## config.mk

```make
export PLATFORM = sky130hd
export DESIGN_NAME = uart_rx_status
export DESIGN_NICKNAME = d
export VERILOG_FILES = /design/src/rtl/uart_rx_status_pkg.sv /design/src/rtl/rx_idle_detect.sv /design/src/rtl/rx_flag_ctrl.sv /design/src/rtl/uart_rx_status.sv
export SDC_FILE = /design/constraint.sdc
export NUM_CORES = 1
export LEC_CHECK = 0
export ABC_AREA = 0
export BUFFER_PORTS_ARGS = -buffer_cell sky130_fd_sc_hd__buf_2
export CAP_MARGIN = 15
export CORE_ASPECT_RATIO = 1.2
export CORE_UTILIZATION = 35
export CTS_CLUSTER_SIZE = 30
export DETAILED_ROUTE_END_ITERATION = 12
export PLACE_DENSITY_LB_ADDON = 0.08
export SLEW_MARGIN = 0
export SYNTH_ARGS = -nofsm -noshare
export SYNTH_HDL_FRONTEND = slang
export SYNTH_SLANG_ARGS = --single-unit
```

## constraint.sdc

```tcl
create_clock -name clk -period 1.6 [get_ports clk]
set_clock_uncertainty 0.05 [all_clocks]
set_input_delay 0 -clock clk [delete_from_list [all_inputs] [get_ports clk]]
set_output_delay 0 -clock clk [all_outputs]
set_load 0.03 [all_outputs]
```

## src/rtl/uart_rx_status_pkg.sv

```systemverilog
package uart_rx_status_pkg;
  localparam int FL_READY = 0;
  localparam int FL_IDLE  = 1;
  localparam int FL_OVR   = 2;
  localparam int FL_NOISE = 3;
  localparam int NUM_FL   = 4;
  typedef enum logic [1:0] {
    ADDR_STAT = 2'd0,
    ADDR_DHI  = 2'd1,
    ADDR_DLO  = 2'd2
  } rd_addr_e;
endpackage

```

## src/rtl/rx_idle_detect.sv

```systemverilog
module rx_idle_detect #(
  parameter int IDLE_SHORT = 10,
  parameter int IDLE_LONG  = 11,
  localparam int CNT_W = $clog2(IDLE_LONG + 1)
) (
  input  logic clk,
  input  logic rst,
  input  logic baud_tick,
  input  logic rx_line,
  input  logic len9,
  output logic idle_hit
);
  logic [CNT_W-1:0] cnt;
  logic [CNT_W-1:0] limit;

  assign limit    = len9 ? CNT_W'(IDLE_LONG) : CNT_W'(IDLE_SHORT);
  assign idle_hit = baud_tick && rx_line && (cnt == limit - CNT_W'(1));

  always_ff @(posedge clk) begin
    if (rst || !rx_line) cnt <= '0;
    else if (baud_tick && cnt < limit) cnt <= cnt + CNT_W'(1);
  end


  cnt_bound_chk: assert property (@(posedge clk) disable iff (rst)
    cnt <= CNT_W'(IDLE_LONG));

  low_restart_chk: assert property (@(posedge clk) disable iff (rst)
    !rx_line |=> cnt == '0);
endmodule

```

## src/rtl/rx_flag_ctrl.sv

```systemverilog
module rx_flag_ctrl
  import uart_rx_status_pkg::*;
(
  input  logic              clk,
  input  logic              rst,
  input  logic [NUM_FL-1:0] set_v,
  input  logic              stat_rd,
  input  logic              dlo_rd,
  output logic [NUM_FL-1:0] flags
);
  logic [NUM_FL-1:0] armed;
  logic [NUM_FL-1:0] clr;

  assign clr = dlo_rd ? armed : '0;

  always_ff @(posedge clk) begin
    if (rst) begin
      flags <= '0;
      armed <= '0;
    end else begin
      flags <= (flags & ~clr) | set_v;
      if (stat_rd) armed <= flags;
      else if (dlo_rd) armed <= '0;
    end
  end


  no_clr_without_read_chk: assert property (@(posedge clk) disable iff (rst)
    !dlo_rd |=> ((flags & $past(flags)) == $past(flags)));

  armed_subset_chk: assert property (@(posedge clk) disable iff (rst)
    stat_rd |=> ((armed & ~$past(flags)) == '0));
endmodule

```

## src/rtl/uart_rx_status.sv

```systemverilog
module uart_rx_status
  import uart_rx_status_pkg::*;
#(
  parameter int DATA_W     = 8,
  parameter int IDLE_SHORT = 10,
  parameter int IDLE_LONG  = 11,
  localparam int FRAME_W   = DATA_W + 1
) (
  input  logic               clk,
  input  logic               rst,
  input  logic               baud_tick,
  input  logic               rx_line,
  input  logic               len9,
  input  logic               wake_mode,
  input  logic               rx_ie,
  input  logic               idle_ie,
  input  logic               frame_done,
  input  logic               frame_noise,
  input  logic [FRAME_W-1:0] frame_data,
  input  logic               rd_en,
  input  logic [1:0]         rd_addr,
  output logic [DATA_W-1:0]  rd_data,
  output logic               irq
);
  logic [NUM_FL-1:0] flags;
  logic [NUM_FL-1:0] set_v;
  logic [DATA_W-1:0] data_lo;
  logic              data_hi;
  logic              idle_hit;
  logic              idle_armed;
  logic              accept;
  logic              idle_set;
  logic              stat_rd;
  logic              dlo_rd;

  assign stat_rd  = rd_en && rd_addr == ADDR_STAT;
  assign dlo_rd   = rd_en && rd_addr == ADDR_DLO;
  assign accept   = frame_done && !flags[FL_READY];
  assign idle_set = idle_hit && idle_armed && !wake_mode;

  always_comb begin
    set_v           = '0;
    set_v[FL_READY] = accept;
    set_v[FL_NOISE] = accept && frame_noise;
    set_v[FL_OVR]   = frame_done && flags[FL_READY];
    set_v[FL_IDLE]  = idle_set;
  end

  rx_idle_detect #(.IDLE_SHORT(IDLE_SHORT), .IDLE_LONG(IDLE_LONG)) u_idle (
    .clk(clk), .rst(rst), .baud_tick(baud_tick), .rx_line(rx_line),
    .len9(len9), .idle_hit(idle_hit)
  );

  rx_flag_ctrl u_flags (
    .clk(clk), .rst(rst), .set_v(set_v), .stat_rd(stat_rd),
    .dlo_rd(dlo_rd), .flags(flags)
  );

  always_ff @(posedge clk) begin
    if (rst) begin
      data_lo    <= '0;
      data_hi    <= 1'b0;
      idle_armed <= 1'b0;
      rd_data    <= '0;
      irq        <= 1'b0;
    end else begin
      if (accept) begin
        data_lo <= frame_data[DATA_W-1:0];
        data_hi <= len9 && frame_data[DATA_W];
      end
      if (accept) idle_armed <= 1'b1;
      else if (idle_set) idle_armed <= 1'b0;
      if (rd_en) begin
        case (rd_addr)
          ADDR_STAT: rd_data <= DATA_W'(flags);
          ADDR_DHI:  rd_data <= DATA_W'(data_hi);
          ADDR_DLO:  rd_data <= data_lo;
          default:   rd_data <= '0;
        endcase
      end
      irq <= (rx_ie && (flags[FL_READY] || flags[FL_OVR])) ||
             (idle_ie && flags[FL_IDLE]);
    end
  end


  ovr_keeps_data_chk: assert property (@(posedge clk) disable iff (rst)
    frame_done && flags[FL_READY] |=> $stable(data_lo) && flags[FL_OVR]);

  no_noise_on_ovr_chk: assert property (@(posedge clk) disable iff (rst)
    frame_done && flags[FL_READY] && !flags[FL_NOISE] |=> !flags[FL_NOISE]);

  ready_needs_frame_chk: assert property (@(posedge clk) disable iff (rst)
    !flags[FL_READY] && !frame_done |=> !flags[FL_READY]);

  wake_blocks_idle_chk: assert property (@(posedge clk) disable iff (rst)
    wake_mode && !flags[FL_IDLE] |=> !flags[FL_IDLE]);

  rx_irq_chk: assert property (@(posedge clk) disable iff (rst)
    rx_ie && flags[FL_READY] |=> irq);
endmodule

```

==> metrics.txt, run 1 <==
Worst-path clk slew 0.06 ns; post_cts resized 0; Synth Area in Simple Gates between 20% and 30%; Top FF cell, synth dfxtp_1; Ports 31; fillcell total about 390; Initial DRC Count 29; # rows 24; Max Freq approximately 680 MHz; combinational family with the most area after synthesis simple AND/OR/NAND/NOR gates; Net count, final 231; Worst Path Required 1.74 ns; area fraction of the dominant cell type after synthesis 45.42%; register area ~620 um2; r2r worst-path depth 5; worst setup margin between 0.1 and 0.15 ns; DRT antenna net count 0; mux cell area share after synthesis between 6 and 7%; synth warn 0; Synth area leader dfxtp_1; Post-synth EDFFs 0; Tcrit/Tclk final approximately nine tenths; pin count of the biggest net entering global routing 30; Root Driver clkbuf_8; DP HPWL about 2100 um; Final Max Slew Viols 0; #FFs+latches synth 31; DR vias ~1200; Wirelength per Cell between 10 and 15 um; core footprint around 3700 um2; clock buffer count from CTS 5; worst-margin pin slew 0.5090 ns; layout cells sized above 1 a little under a quarter; final hold vios 0; first-pass GRT wire length 5264 um; post-synthesis sequential area ratio roughly 45%; grt total ovfl 0; Slew headroom roughly two thirds; Multi-input gate area approximately 660 um2; critical path endpoint category flip-flop; detailed-route vias per instance about 4.7; min Tclk post-route around 1.5 ns; syn nets 183; H-Tree Depth 2; number of post-CTS setup repair buffers 0; clock buffer depth 2; Post-Route WL 3035 um; Tightest Hold Check Type in2reg; GP Congestion approximately 0.73; outcome finished, final reports clean; TritonCTS clock tree done; DRC 0; leakage power ~0.77 nW; gr usage total 16.92%; Gate Count Post-Synth between 150 and 200; Starting Density between 30% and 40%; total power divided by cell area 897.9 nW/um2; Worst EP arrival around 1.6 ns; Post-Place Setup Slack 0.1650 ns; CP Class reg2reg; vias in the first global route 1176; Mapped Area around 1400 um2; Worst-Skew Late Latency roughly 0.28 ns; hold depth 3; ranking of synthesized cells by area dfxtp_1 45%, a21oi_1 8.1%, nand2_1 6.9%; Finish-stage setup viols 0; Die H between 70 and 80 um; die area between 4000 and 5000 um2; fraction of registers with async set/reset 0%; DRT Pass-1 Iters 4; TNS Setup 0 ns; Synth Area in Compound Gates between 15 and 20%; Area growth, synth to finish 32.23%; crit path max fanout 4; Avg Cell Area, Syn between 8 and 9 um2; n_diodes 0; Yosys cell types 34; VDD IR-drop max roughly 520 uV; Adder-Cell Fraction of Synth Area around 1.8%; RSZ-0062 raised after global routing no; Post-Synth XOR/XNOR Area less than 1%; initial antenna violation count 0; chip width just under 60 um; Critical Path Start Type flip-flop; Max Cap Viol 0; input/output buffers 30; CTS Sinks 31
-- path summary, 6_finish.rpt --
kind,from,to,slack (ns)
setup / recovery,u_idle.cnt[0]$_SDFFE_PP0P_,u_flags.flags[1]$_SDFF_PP0_,0.14
hold / removal,rd_en,rd_data[0]$_SDFFE_PP0P_,0.04
hold reg to reg,data_lo[3]$_SDFFE_PP0N_,data_lo[3]$_SDFFE_PP0N_,0.40
setup reg to reg,u_idle.cnt[0]$_SDFFE_PP0P_,u_flags.flags[1]$_SDFF_PP0_,0.14
-- registers in the layout (all words and copies together) (netlist names) --
name and cells:
data_hi 1, rd_data 8, u_flags.armed 4, u_idle.cnt 4
idle_armed 1, irq 1, u_flags.flags 4, data_lo 8
-- cell usage after synthesis (all sizes together), types with 2 or more instances --
cell type	count
ha	2
nand2	25
mux2	3
buf	9
and2b	3
nor2	13
o21ai	3
dfxtp	31
nand2b	4
nor2b	12
a311oi	3
nand3	2
mux2i	5
a21oi	22
inv	6
o21a	2
-- timing repair --
item	4_1_cts	5_1_grt
hold buffers	17	0
setup endpoints to repair	0	0
endpoints found under the hold margin	16	0
-- layout by cell type (no fill, tap or decap), types with 2 or more instances in the layout --
cell,netlist,routed
buf_4,1,4
inv_1,6,6
dfxtp_1,31,31
a21oi_1,22,22
ha_1,2,2
nor2_1,13,13
buf_2,5,30
and2b_2,2,2
nand2b_1,4,4
clkbuf_8,0,6
o21ai_0,3,3
a311oi_1,3,3
mux2i_1,5,5
nand3_1,2,2
mux2_2,3,3
nand2_1,25,25
nor2b_1,12,12
dlygate4sd3_1,0,17
o21a_1,2,2
-- area by class of cell --
cell class / instances / area share, %
Multi-Input combinational cell: 112 / 36.57
Tap cell: 52 / 3.601
Clock buffer: 6 / 4.571
Sequential cell: 31 / 34.35
Clock inverter: 1 / 0.2770
Timing Repair Buffer: 51 / 19.39
Inverter: 6 / 1.247
-- metrics by stage --
step	power, W	util (%)	std cells	hold WS, ns	instance area (um2)
after floorplan	0.0009415	-	159	0.06317	1366
after global placement	0.0009978	41.94	235	0.1928	1549
after detailed placement	0.001000	41.94	235	0.1990	1549
after CTS	0.001651	48.92	259	0.03209	1807
after global routing	0.001711	48.92	259	0.06838	1807
final	0.001622	48.92	259	0.04205	1807
-- critical path: stages, from the launching register on --
cell and delay (ns):
dfxtp_1 0.37, inv_1 0.07, ha_1 0.27, nor3b_1 0.27, nand3_1 0.12, o31ai_1 0.23
-- where the power goes --
group          internal [W]  switching (W)  leakage (nW)
Combinational     0.0000993       0.000100         0.473
Clock              0.000337       0.000272        0.0470
Sequential         0.000800      0.0000152         0.253
-- routing by layer --
| layer | vias up | track usage [%] | wire, um | share of wire (%) |
|---|---|---|---|---|
| met5 | - | 0 | 0 | 0 |
| met4 | 0 | 6.878 | 49 | 1.6 |
| met3 | 6 | 6.111 | 102 | 3.4 |
| met2 | 19 | 28.28 | 1481 | 49 |
| met1 | 568 | 19.03 | 1401 | 46 |
| li1 | 626 | - | - | - |
-- logic make-up after synthesis --
family	after synthesis
flops	31
fa+ha+maj	2
buf+inv	16
simple gates	63
mux	8
compound gates	38
xor+xnor	1
Note: power is estimated with default switching activity, not from simulation.
==> run 2: changes to the inputs <==
BUFFER_PORTS_ARGS = unset   (was -buffer_cell sky130_fd_sc_hd__buf_2)
DONT_BUFFER_PORTS = 1   (was unset)
==> metrics.txt, run 2 (synthesis gave the netlist of run 1 again) <==
Starting Density between 30 and 40%; r2r worst-path depth 4; Initial DRC Count 49; commonest non-fill, non-tap cell in the layout dfxtp_1; Worst-path clk slew ~0.06 ns; Area growth, synth to finish 23.44%; outcome finished, final reports clean; clock buffer depth 2; Critical Path Start Type flip-flop; worst hold path endpoint u_flags.flags[1]$_SDFF_PP0_; total power divided by cell area between 900 and 1000 nW/um2; Regs by FF count data_lo (8), rd_data (8); min Tclk post-route roughly 1.5 ns; pin count of the biggest net entering global routing 30; GP Congestion approximately 0.73; Final Max Slew Viols 0; DRT Pass-1 Iters 4; die area 4159 um2; chip width slightly below 60 um; n_diodes 0; CTS Sinks 31; DR vias 1135; Post-Route WL slightly above 3000 um; Worst Path Required ~1.7 ns; first-pass GRT wire length about 4900 um; Max Freq between 600 and 700 MHz; Tightest Hold Check Type in2reg; Tcrit/Tclk final between 90% and 100%; Net count, final a little over 200; DP HPWL about 2000 um; DRT antenna net count 0; VDD IR-drop max between 500 and 600 uV; H-Tree Depth 2; Max Cap Viol 0; Ports 31; crit path max fanout 9; grt total ovfl 0; Reg-to-Reg End data_lo[1]$_SDFFE_PP0N_; Worst EP arrival 1.54 ns; final hold slack around 0.017 ns; critical path endpoint category flip-flop; input/output buffers 0; TritonCTS clock tree done; Slew headroom 30.48%; Hold Crit Start baud_tick; Die H around 70 um; detailed-route vias per instance 4.913; most frequent cells in the layout 31 x dfxtp_1, 25 x nand2_1, 22 x a21oi_1, 21 x dlygate4sd3_1, 13 x nor2_1; DRC 0; final hold vios 0; initial antenna violation count 0; worst reg2reg path startpoint u_flags.flags[0]$_SDFF_PP0_; Power Total roughly 0.0015 W; clock buffer count from CTS 5; Root Driver clkbuf_8; gr usage total approximately 16%; hold depth 3; fillcell total about 400; core footprint around 3700 um2; RSZ-0062 raised after global routing no; Finish-stage setup viols 0; layout cells sized above 1 about 8.4%; Worst-Skew Late Latency 0.27 ns; R2R Setup Slk around 0.12 ns; Wirelength per Cell approximately 13 um; leakage power around 0.65 nW; TNS Setup 0 ns; CP Class reg2reg; vias in the first global route 1042; # rows 24; worst-margin pin slew 1.043 ns
run 2: cell types whose count changed in the layout (fill, tap and decap cells not counted), sizes merged:
| cell | change |
|---|---|
| dlymetal6s4s | +1 |
| buf | -32 |
| clkinv | -1 |
| dlygate4sd3 | +4 |
run 2: worst max-delay path by stage:
stage | start | to | slack (ns)
after floorplan | u_idle.cnt[0]$_SDFFE_PP0P_ | u_flags.flags[1]$_SDFF_PP0_ | 0.28
after global placement | u_idle.cnt[0]$_SDFFE_PP0P_ | u_flags.flags[1]$_SDFF_PP0_ | 0.20
after detailed placement | u_idle.cnt[0]$_SDFFE_PP0P_ | u_flags.flags[1]$_SDFF_PP0_ | 0.1
after CTS | rst | u_idle.cnt[0]$_SDFFE_PP0P_ | 0.04
after global routing | u_flags.flags[0]$_SDFF_PP0_ | data_lo[1]$_SDFFE_PP0N_ | 0.01
final | u_flags.flags[0]$_SDFF_PP0_ | data_lo[1]$_SDFFE_PP0N_ | 0.12
run 2: layout make-up:
| type | instances | area [um2] | area share (%) |
|---|---|---|---|
| multi-input combinational | 112 | 668.1 | 39.61 |
| sequential | 31 | 620.6 | 36.80 |
| timing repair buffer | 24 | 237.7 | 14.09 |
| clock buffer | 6 | 72.57 | 4.303 |
| tap | 52 | 65.06 | 3.858 |
| inverter | 6 | 22.52 | 1.335 |
run 2: routing by layer:
metal / part of all wire (%) / routed length [um] / track usage (%)
met1: 46 / 1405 / 20.25
met2: 48 / 1454 / 24.49
met3: 3.7 / 113 / 5.556
met4: 2.0 / 60 / 7.143
met5: 0 / 0 / 0
run 2: power breakdown:
part / total [W] / switching (W) / internal, W
Sequential: 0.000829 / 0.0000285 / 0.000800
Combinational: 0.000164 / 0.0000782 / 0.0000857
Clock: 0.000545 / 0.000256 / 0.000289
Total: 0.00154 / 0.000363 / 0.00117
run 2: through the flow:
stage | utilization [%] | area (um2) | cells | worst slack [ns]
6_report | 45.66 | 1687 | 231 | 0.1193
5_1_grt | 45.66 | 1687 | 231 | 0.01031
4_1_cts | 45.39 | 1677 | 231 | 0.03806
3_5_place_dp | 37.47 | 1384 | 203 | 0.09645
3_3_place_gp | 37.47 | 1384 | 203 | 0.2050
2_1_floorplan | - | 1366 | 159 | 0.2782
run 2: worst max-delay path, cell delays in order (launching register included):
cell	delay, ns
dfxtp_1	0.49
nor2b_2	0.11
nand2_1	0.08
dlygate4sd3_1	0.54
a21oi_1	0.06
run 2: what timing repair did:
| action | CTS | global route |
|---|---|---|
| gates resized for setup | 0 | 3 |
| endpoints found under the hold margin | 31 | 0 |
| buffers inserted | 0 | 0 |
| hold buffers | 22 | 0 |
| setup endpoints to repair | 0 | 6 |
